File: config.mk
export PLATFORM = sky130hd
export DESIGN_NAME = mash111_ratio_mod
export DESIGN_NICKNAME = d
export VERILOG_FILES = /design/src/rtl/mash_pkg.sv /design/src/rtl/mash_acc_stage.sv /design/src/rtl/mash_recombine.sv /design/src/rtl/mash_ratio_limit.sv /design/src/rtl/mash111_ratio_mod.sv
export SDC_FILE = /design/constraint.sdc
export NUM_CORES = 1
export LEC_CHECK = 0
export BUFFER_PORTS_ARGS = -buffer_cell sky130_fd_sc_hd__buf_4
export CAP_MARGIN = 20
export CORE_ASPECT_RATIO = 1.75
export CORE_MARGIN = 4
export CORE_UTILIZATION = 59
export DETAILED_ROUTE_END_ITERATION = 8
export GPL_TIMING_DRIVEN = 1
export PLACE_DENSITY = 0.87
export SLEW_MARGIN = 20
export SYNTH_ARGS = -nofsm -noshare
export SYNTH_HDL_FRONTEND = slang
export SYNTH_SLANG_ARGS = --single-unit
File: constraint.sdc
create_clock -name clk -period 6.7 [get_ports clk]
set_input_delay 0.67 -clock clk [delete_from_list [all_inputs] [get_ports clk]]
set_output_delay 0.67 -clock clk [all_outputs]
set_load 0.05 [all_outputs]
File: src/rtl/mash_pkg.sv
package mash_pkg;

  // Delayed carries needed by the difference filters
  typedef struct packed {
    logic c2_d;
    logic c3_d;
    logic c3_dd;
  } carry_hist_t;

  // Sum of stage 1 carry, first difference of stage 2, second difference of stage 3
  function automatic int mash_corr(input logic c1, input logic c2, input logic c3,
                                   input carry_hist_t h);
    int v;
    v = int'(c1);
    v = v + int'(c2) - int'(h.c2_d);
    v = v + int'(c3) - 2 * int'(h.c3_d) + int'(h.c3_dd);
    return v;
  endfunction

  // Saturate a signed ratio to [lo, hi]
  function automatic int sat_ratio(input int raw, input int lo, input int hi);
    if (raw < lo) return lo;
    if (raw > hi) return hi;
    return raw;
  endfunction

endpackage

File: src/rtl/mash_acc_stage.sv
module mash_acc_stage #(
  parameter int W = 6
) (
  input  logic         clk,
  input  logic         rst,
  input  logic         en,
  input  logic [W-1:0] addend,
  output logic [W-1:0] residue_next,
  output logic         carry
);
  logic [W-1:0] acc_q;
  logic [W:0]   sum_w;

  always_comb begin
    sum_w        = {1'b0, acc_q} + {1'b0, addend};
    carry        = sum_w[W];
    residue_next = sum_w[W-1:0];
  end

  always_ff @(posedge clk) begin
    if (rst)     acc_q <= '0;
    else if (en) acc_q <= residue_next;
  end
endmodule

File: src/rtl/mash_recombine.sv
module mash_recombine
  import mash_pkg::*;
(
  input  logic              clk,
  input  logic              rst,
  input  logic              en,
  input  logic [2:0]        carries,
  output logic signed [3:0] corr
);
  carry_hist_t hist_q;

  always_comb corr = 4'(mash_corr(carries[0], carries[1], carries[2], hist_q));

  always_ff @(posedge clk) begin
    if (rst) begin
      hist_q <= '0;
    end else if (en) begin
      hist_q.c2_d  <= carries[1];
      hist_q.c3_d  <= carries[2];
      hist_q.c3_dd <= hist_q.c3_d;
    end
  end


  corr_range_chk: assert property (@(posedge clk) disable iff (rst)
    (corr >= -4'sd3) && (corr <= 4'sd4));
endmodule

File: src/rtl/mash_ratio_limit.sv
module mash_ratio_limit
  import mash_pkg::*;
#(
  parameter int INT_W     = 7,
  parameter int RATIO_MIN = 64,
  parameter int RATIO_MAX = 127
) (
  input  logic              clk,
  input  logic              rst,
  input  logic              en,
  input  logic [INT_W-1:0]  int_word,
  input  logic signed [3:0] corr,
  output logic [INT_W-1:0]  ratio,
  output logic              clamp_seen
);
  localparam int RAW_W = INT_W + 2;

  logic signed [RAW_W-1:0] raw_ratio;
  logic                    raw_oor;

  always_comb begin
    raw_ratio = $signed({2'b00, int_word}) + $signed({{(RAW_W-4){corr[3]}}, corr});
    raw_oor   = (int'(raw_ratio) < RATIO_MIN) || (int'(raw_ratio) > RATIO_MAX);
  end

  always_ff @(posedge clk) begin
    if (rst) begin
      ratio      <= INT_W'(RATIO_MIN);
      clamp_seen <= 1'b0;
    end else if (en) begin
      ratio      <= INT_W'(sat_ratio(int'(raw_ratio), RATIO_MIN, RATIO_MAX));
      clamp_seen <= clamp_seen | raw_oor;
    end
  end


  ratio_range_chk: assert property (@(posedge clk) disable iff (rst)
    (int'(ratio) >= RATIO_MIN) && (int'(ratio) <= RATIO_MAX));


  clamp_set_chk: assert property (@(posedge clk) disable iff (rst)
    (en && raw_oor) |=> clamp_seen);


  clamp_sticky_chk: assert property (@(posedge clk) disable iff (rst)
    clamp_seen |=> clamp_seen);


  hold_chk: assert property (@(posedge clk) disable iff (rst)
    !en |=> ($stable(ratio) && $stable(clamp_seen)));
endmodule

File: src/rtl/mash111_ratio_mod.sv
module mash111_ratio_mod #(
  parameter int FRAC_W    = 6,
  parameter int INT_W     = 7,
  parameter int RATIO_MIN = 64,
  parameter int RATIO_MAX = 127
) (
  input  logic              clk,
  input  logic              rst,
  input  logic              step_en,
  input  logic [INT_W-1:0]  int_word,
  input  logic [FRAC_W-1:0] frac_word,
  output logic [INT_W-1:0]  ratio,
  output logic              clamp_seen
);
  localparam int N_STAGES = 3;

  logic [FRAC_W-1:0]   stage_in  [N_STAGES];
  logic [FRAC_W-1:0]   stage_res [N_STAGES];
  logic [N_STAGES-1:0] stage_cy;
  logic signed [3:0]   corr_w;

  assign stage_in[0] = frac_word;

  for (genvar k = 0; k < N_STAGES; k++) begin : g_stage
    if (k > 0) begin : g_link
      assign stage_in[k] = stage_res[k-1];
    end
    mash_acc_stage #(.W(FRAC_W)) acc_i (
      .clk         (clk),
      .rst         (rst),
      .en          (step_en),
      .addend      (stage_in[k]),
      .residue_next(stage_res[k]),
      .carry       (stage_cy[k])
    );
  end

  mash_recombine recomb_i (
    .clk    (clk),
    .rst    (rst),
    .en     (step_en),
    .carries(stage_cy),
    .corr   (corr_w)
  );

  mash_ratio_limit #(
    .INT_W    (INT_W),
    .RATIO_MIN(RATIO_MIN),
    .RATIO_MAX(RATIO_MAX)
  ) limit_i (
    .clk       (clk),
    .rst       (rst),
    .en        (step_en),
    .int_word  (int_word),
    .corr      (corr_w),
    .ratio     (ratio),
    .clamp_seen(clamp_seen)
  );


  zero_frac_chk: assert property (@(posedge clk) disable iff (rst)
    (frac_word == '0 && stage_res[0] == '0 && stage_res[1] == '0 && stage_res[2] == '0)
      |-> (stage_cy == '0));
endmodule

; Yosys cells after proc, flatten, opt, wreduce, memory -nomap -nowiden
; Cells that the tools add are included.
; Widths: inputs -> output; s select.
[op_classes]
add_sub_neg = 9
magnitude_cmp = 2
mux = 11
bitwise_logic = 1
reduce_logical = 1
[ops]
columns = op, n
row1 = $mux 7, 4
row2 = $add 6x6->7, 3
row3 = $add 8x4->9, 1
row4 = $gt 9x8->1 const B, 1
row5 = $lt 9x8->1 const B, 1
row6 = $add 4x2->4, 2
row7 = $mux 1, 7
row8 = $sub 4x2->4, 1
row9 = $sub 4x3->4, 1
row10 = $add 1x1->2, 1
row11 = $logic_or 1x1->1, 1
row12 = $or 1x1->1, 1
[word_totals]
ff_bits = 29
out_inout_bits = 8

; Depth between registers and ports, before layout
[logic_depth]
word_depth = 17
depth_mapped = 25
ltp_nobuf = 25

; Modules after synthesis
; A second synthesis with hierarchy kept.
[hier_totals]
hier_cells = 284
area_unflattened_um2 = 2388.5
[by_module_without_submodules]
columns = mod, instances, cells_each, area_each_um2, seq_area_each_um2
row1 = mash_acc_stage, 3, 56, 456.7, 120.1
row2 = mash_ratio_limit, 1, 87, 749.5, 160.2
row3 = mash_recombine, 1, 29, 269.0, 60.1

; Least setup slack after synthesis
; No wires, ideal clock.
[synth_timing]
path_type = in2reg
start = input port frac_word[0]
end = register limit_i.ratio[5]
setup_ns = 0.122
t_arrival_ns = 5.565
slack_ns = 1.013
cell_stages = 21
path_buffers = 0
cell_sequence = ha_1 -> fa_1 -> fa_1 -> fa_1 -> a21o_1 -> a21oi_1 -> o21bai_1 -> a21oi_1 -> ha_1 -> inv_1 -> fa_1 -> ha_1 -> inv_1 -> ha_1 -> inv_1 -> ha_1 -> and3_4 -> a2111o_1 -> a32oi_1 -> xnor2_1 -> a221o_1
[synth_between]
elab_cells_between_ends = 21
cone_classes = add/sub: 9 / order compare: 2 / mux: 10
[synth_lines]
columns = element, line
row1 = "start, declared", mash111_ratio_mod.sv:11  ; input logic [FRAC_W-1:0] frac_word,
row2 = $add 6x6->7 *, mash_acc_stage.sv:15  ; sum_w = {1'b0, acc_q} + {1'b0, addend};
row3 = net g_stage[0].acc_i.residue_next[1], mash_acc_stage.sv:8  ; output logic [W-1:0] residue_next,
row4 = $add 6x6->7 *, mash_acc_stage.sv:15
row5 = net g_stage[1].acc_i.residue_next[1], mash_acc_stage.sv:8
row6 = $add 6x6->7 *, mash_acc_stage.sv:15
row7 = $add 4x2->4 *, mash_pkg.sv:16  ; v = v + int'(c3) - 2 * int'(h.c3_d) + int'(h.c3_dd);
row8 = $sub 4x3->4 *, mash_pkg.sv:16
row9 = $add 4x2->4 *, mash_pkg.sv:16
row10 = $add 8x4->9 *, mash_ratio_limit.sv:22  ; raw_ratio = $signed({2'b00, int_word}) + $signed({{(RAW_W-4){corr[3]}}, corr});
row11 = $gt 9x8->1, mash_pkg.sv:23  ; if (raw > hi) return hi;
row12 = $mux 1 (2 in a row), mash_pkg.sv:23
row13 = $mux 1, mash_ratio_limit.sv:30  ; end else if (en) begin
row14 = $mux 1, mash_ratio_limit.sv:27  ; if (rst) begin
row15 = $mux 7, mash_pkg.sv:24  ; return raw;
row16 = $mux 7 *, mash_pkg.sv:23
row17 = "end signal, assigned", mash_ratio_limit.sv:28  ; ratio <= INT_W'(RATIO_MIN);
row18 = "end signal, assigned", mash_ratio_limit.sv:31  ; ratio <= INT_W'(sat_ratio(int'(raw_ratio), RATIO_MIN, RATIO_MAX));
row19 = "end, declared", mash_ratio_limit.sv:13  ; output logic [INT_W-1:0] ratio,
; Mark *: on every way through the listed nets, which the timed path passes. The rest lies on a longest branch. The select of a mux whose other input is x is not followed.
; A chain may end at the register's enable or synchronous reset.

; Worst setup path after layout
[layout_timing]
start = input port frac_word[0]
end = register limit_i.ratio[0]
; Same word-level chain as after synthesis.

==> results.py <==
metrics = {
    "run": {
        "maxCapViolCount": 0,
    },
    "synth": {
        "synth_enable_flop_cells": 0,
        "yosys_warnings": 0,
        "synth_cells": 234,
        "synth_flop_cell": "dfxtp_1",
        "synth_seq_area_share": 0.2679,
        "ys_seq_elements": 29,
        "synthTopCellsByArea": "dfxtp_1 27%, ha_1 15%, mux2i_1 6.9%",
        "postSynthAreaPerCell_sq_um": 9.261,
        "synthDominantCellAreaShare": 0.2679,
        "ys_types": 47,
        "yosys.area.top_type": "dfxtp_1",
        "syn_nets": 282,
        "netlist_area_sq_um": 2167,
        "synthArstFlopShare": 0,
    },
    "sta": {
        "finalSetupViolCount": 0,
        "grt_setup_unrepaired": "false",
        "clock.fmax_mhz": 168.0,
        "worst_slew_pin_slew_ns": 0.4577,
        "slew_viol_final": 0,
        "post-route-period-util": 0.8883,
        "final.setup.tns_ns": 0,
        "fin_worst_skew_ns": 0.009393,
        "final-hold-violation-count": 0,
        "relSlewSlack": 0.6948,
        "period_minus_slack_ns": 5.952,
        "worst_slack_ns": 0.7483,
    },
    "final_layout": {
        "antenna_cells": 0,
        "multi_input_area_sq_um": 1473,
        "drive_gt1_frac": 0.1294,
        "nets": 302,
        "seqCellArea_sq_um": 580.6,
        "fillers": 283,
        "most-common-layout-cells": "29 x nor2_1, 29 x dfxtp_1, 26 x ha_1, 23 x buf_4",
        "area.growth.synth_to_final_pct": 11.72,
        "instances_no_fill": 300,
    },
    "route": {
        "totalWireLength_um": 4484,
        "wl_per_cell_um": 14.95,
        "m1WireLength_um": 1660,
        "drtIter0Drc": 22,
        "ant_nets": 0,
        "wl_met3_um": 127,
        "drc": 0,
        "firstDrtPassIters": 4,
        "via_count": 1714,
        "via_per_inst": 5.713,
        "routed.top_layer": "met4",
        "wl_met2_um": 2533,
    },
    "power_and_ir_drop": {
        "finalPower_mw": 1.162,
        "p_leak_nw": 1.141,
        "power_density_nw_per_um2": 479.9,
        "vdd_drop_max_mv": 0.4023,
    },
    "global_routing": {
        "track_usage": 0.2265,
        "grt_pass1_wl_um": 7783,
        "grt_max_degree": 37,
        "grt_overflow": 0,
        "antenna_found_initial": 0,
        "grt_pass1_vias": 1756,
    },
    "clock_network": {
        "clockBufferDepth": 2,
        "clockRootBuffer": "clkbuf_8",
        "ctsHoldBuffers": 0,
        "h-tree-depth": 2,
        "cts_setup_buffers": 0,
        "cts_tree": "yes",
        "cts_buffers": 5,
        "clock_latency_ns": 0.28,
        "cts.clk_slew.worst_paths_ns": 0.07,
        "clkSinkCount": 29,
        "postCtsResizedCells": 0,
    },
    "min_path": {
        "min_path_type": "reg -> reg",
    },
    "critical_path": {
        "path_max_fanout": 6,
        "worstSetupStartpointType": "primary input",
        "crit_top_cell": "ha_1",
        "critPathKind": "in -> reg",
        "crit_arrival_ns": 6.18,
        "crit_path_end_kind": "flop",
        "required_ns": 6.93,
        "slowest_delay_ns": 0.51,
        "cp_slowest_cell": "fa_1",
    },
    "floorplan": {
        "die_area_sq_um": 4745,
        "die_y_um": 88.18,
        "die_x_um": 53.82,
        "coreArea_sq_um": 3468,
        "ioPinCount": 24,
        "rows": 28,
        "initial_core_util": 0.6248,
    },
    "placement": {
        "gp_congestion": 0.8188,
        "dp_hpwl_um": 3486,
        "dp_cells": 292,
        "post-place-ws_ns": 0.4909,
        "port_buffers": 23,
    },
    "outcome": {
        "outcome": "complete, no violations",
    },
}
-- worst max-delay path: cells and delay by family --
family | cells | cell delay (ns)
adders and majority gates | 9 | 2.74
buffers and inverters | 4 | 0.25
AOI/OAI and AO/OA | 8 | 1.64
xor gates and xnor gates | 2 | 0.26
and+or+nand+nor | 3 | 0.60
-- synth_stat cells (all sizes together) (2+ instances only) --
cell    count
nand2       8
ha         26
and3        3
nor3        2
inv        15
o32a        2
nor2b       2
fa          6
o211ai      3
xnor2      14
o21ai       6
a221o       6
a32oi       2
nor2       29
a21o        7
buf         5
dfxtp      29
a211oi      3
mux2i      15
a31oi       3
clkbuf      5
xor2        4
o21bai      3
nor3b       4
a21oi      12
nand2b      5
-- registers in the layout (all words and copies together) (netlist names) --
signal,count
g_stage.acc_i.acc_q,18
limit_i.ratio,7
recomb_i.hist_q,3
limit_i.clamp_seen,1
-- per-stage QoR --
step                      instance area [sq um]  hold WS (ns)    util
after CTS                                  2421        0.4505  0.6981
after global placement                     2338        0.4295  0.6742
after global routing                       2421        0.4866  0.6981
after detailed placement                   2338        0.4339  0.6742
final                                      2421        0.4471  0.6981
after floorplan                            2167        0.4604       -
-- logic make-up after synthesis --
group / after synthesis / share of synthesized area
XOR/XNOR: 18 / 0.07275
AND/OR/NAND/NOR: 62 / 0.1565
AO/OA/AOI/OAI: 53 / 0.1755
buffers and inverters: 25 / 0.05254
multiplexers: 15 / 0.06928
flip-flops: 29 / 0.2679
adder cells (fa/ha/maj): 32 / 0.2055
-- area by class of cell --
| class | count | area share |
|---|---|---|
| clock buffer | 6 | 0.02997 |
| clock inverter | 2 | 0.004134 |
| inverter | 15 | 0.02326 |
| multi-input combinational | 180 | 0.6083 |
| sequential | 29 | 0.2398 |
| tap | 45 | 0.02326 |
| timing repair buffer | 23 | 0.07132 |
-- final timing paths --
path,slack (ns),end,depth (start not counted),startpoint
worst max-delay path,0.75,limit_i.ratio[0]$_SDFFE_PP0P_,26,frac_word[0]
worst min-delay path,0.45,limit_i.ratio[6]$_SDFFE_PP1P_,1,limit_i.ratio[6]$_SDFFE_PP1P_
worst min register to register,0.45,limit_i.ratio[6]$_SDFFE_PP1P_,1,limit_i.ratio[6]$_SDFFE_PP1P_
worst max register to register,0.94,limit_i.ratio[0]$_SDFFE_PP0P_,25,g_stage[0].acc_i.acc_q[0]$_SDFFE_PP0P_
-- power breakdown --
| group | leakage (nW) | switching, mW | internal [mW] |
|---|---|---|---|
| Clock | 0.0450 | 0.0650 | 0.0717 |
| Combinational | 0.857 | 0.435 | 0.333 |
| Sequential | 0.239 | 0.0326 | 0.225 |
-- per-layer routing --
layer	up-vias	track usage
li1	880	-
met1	789	0.2196
met2	31	0.4194
met3	14	0.04770
met4	0	0.1233
met5	-	0
Power figures use the tool's default switching activity.
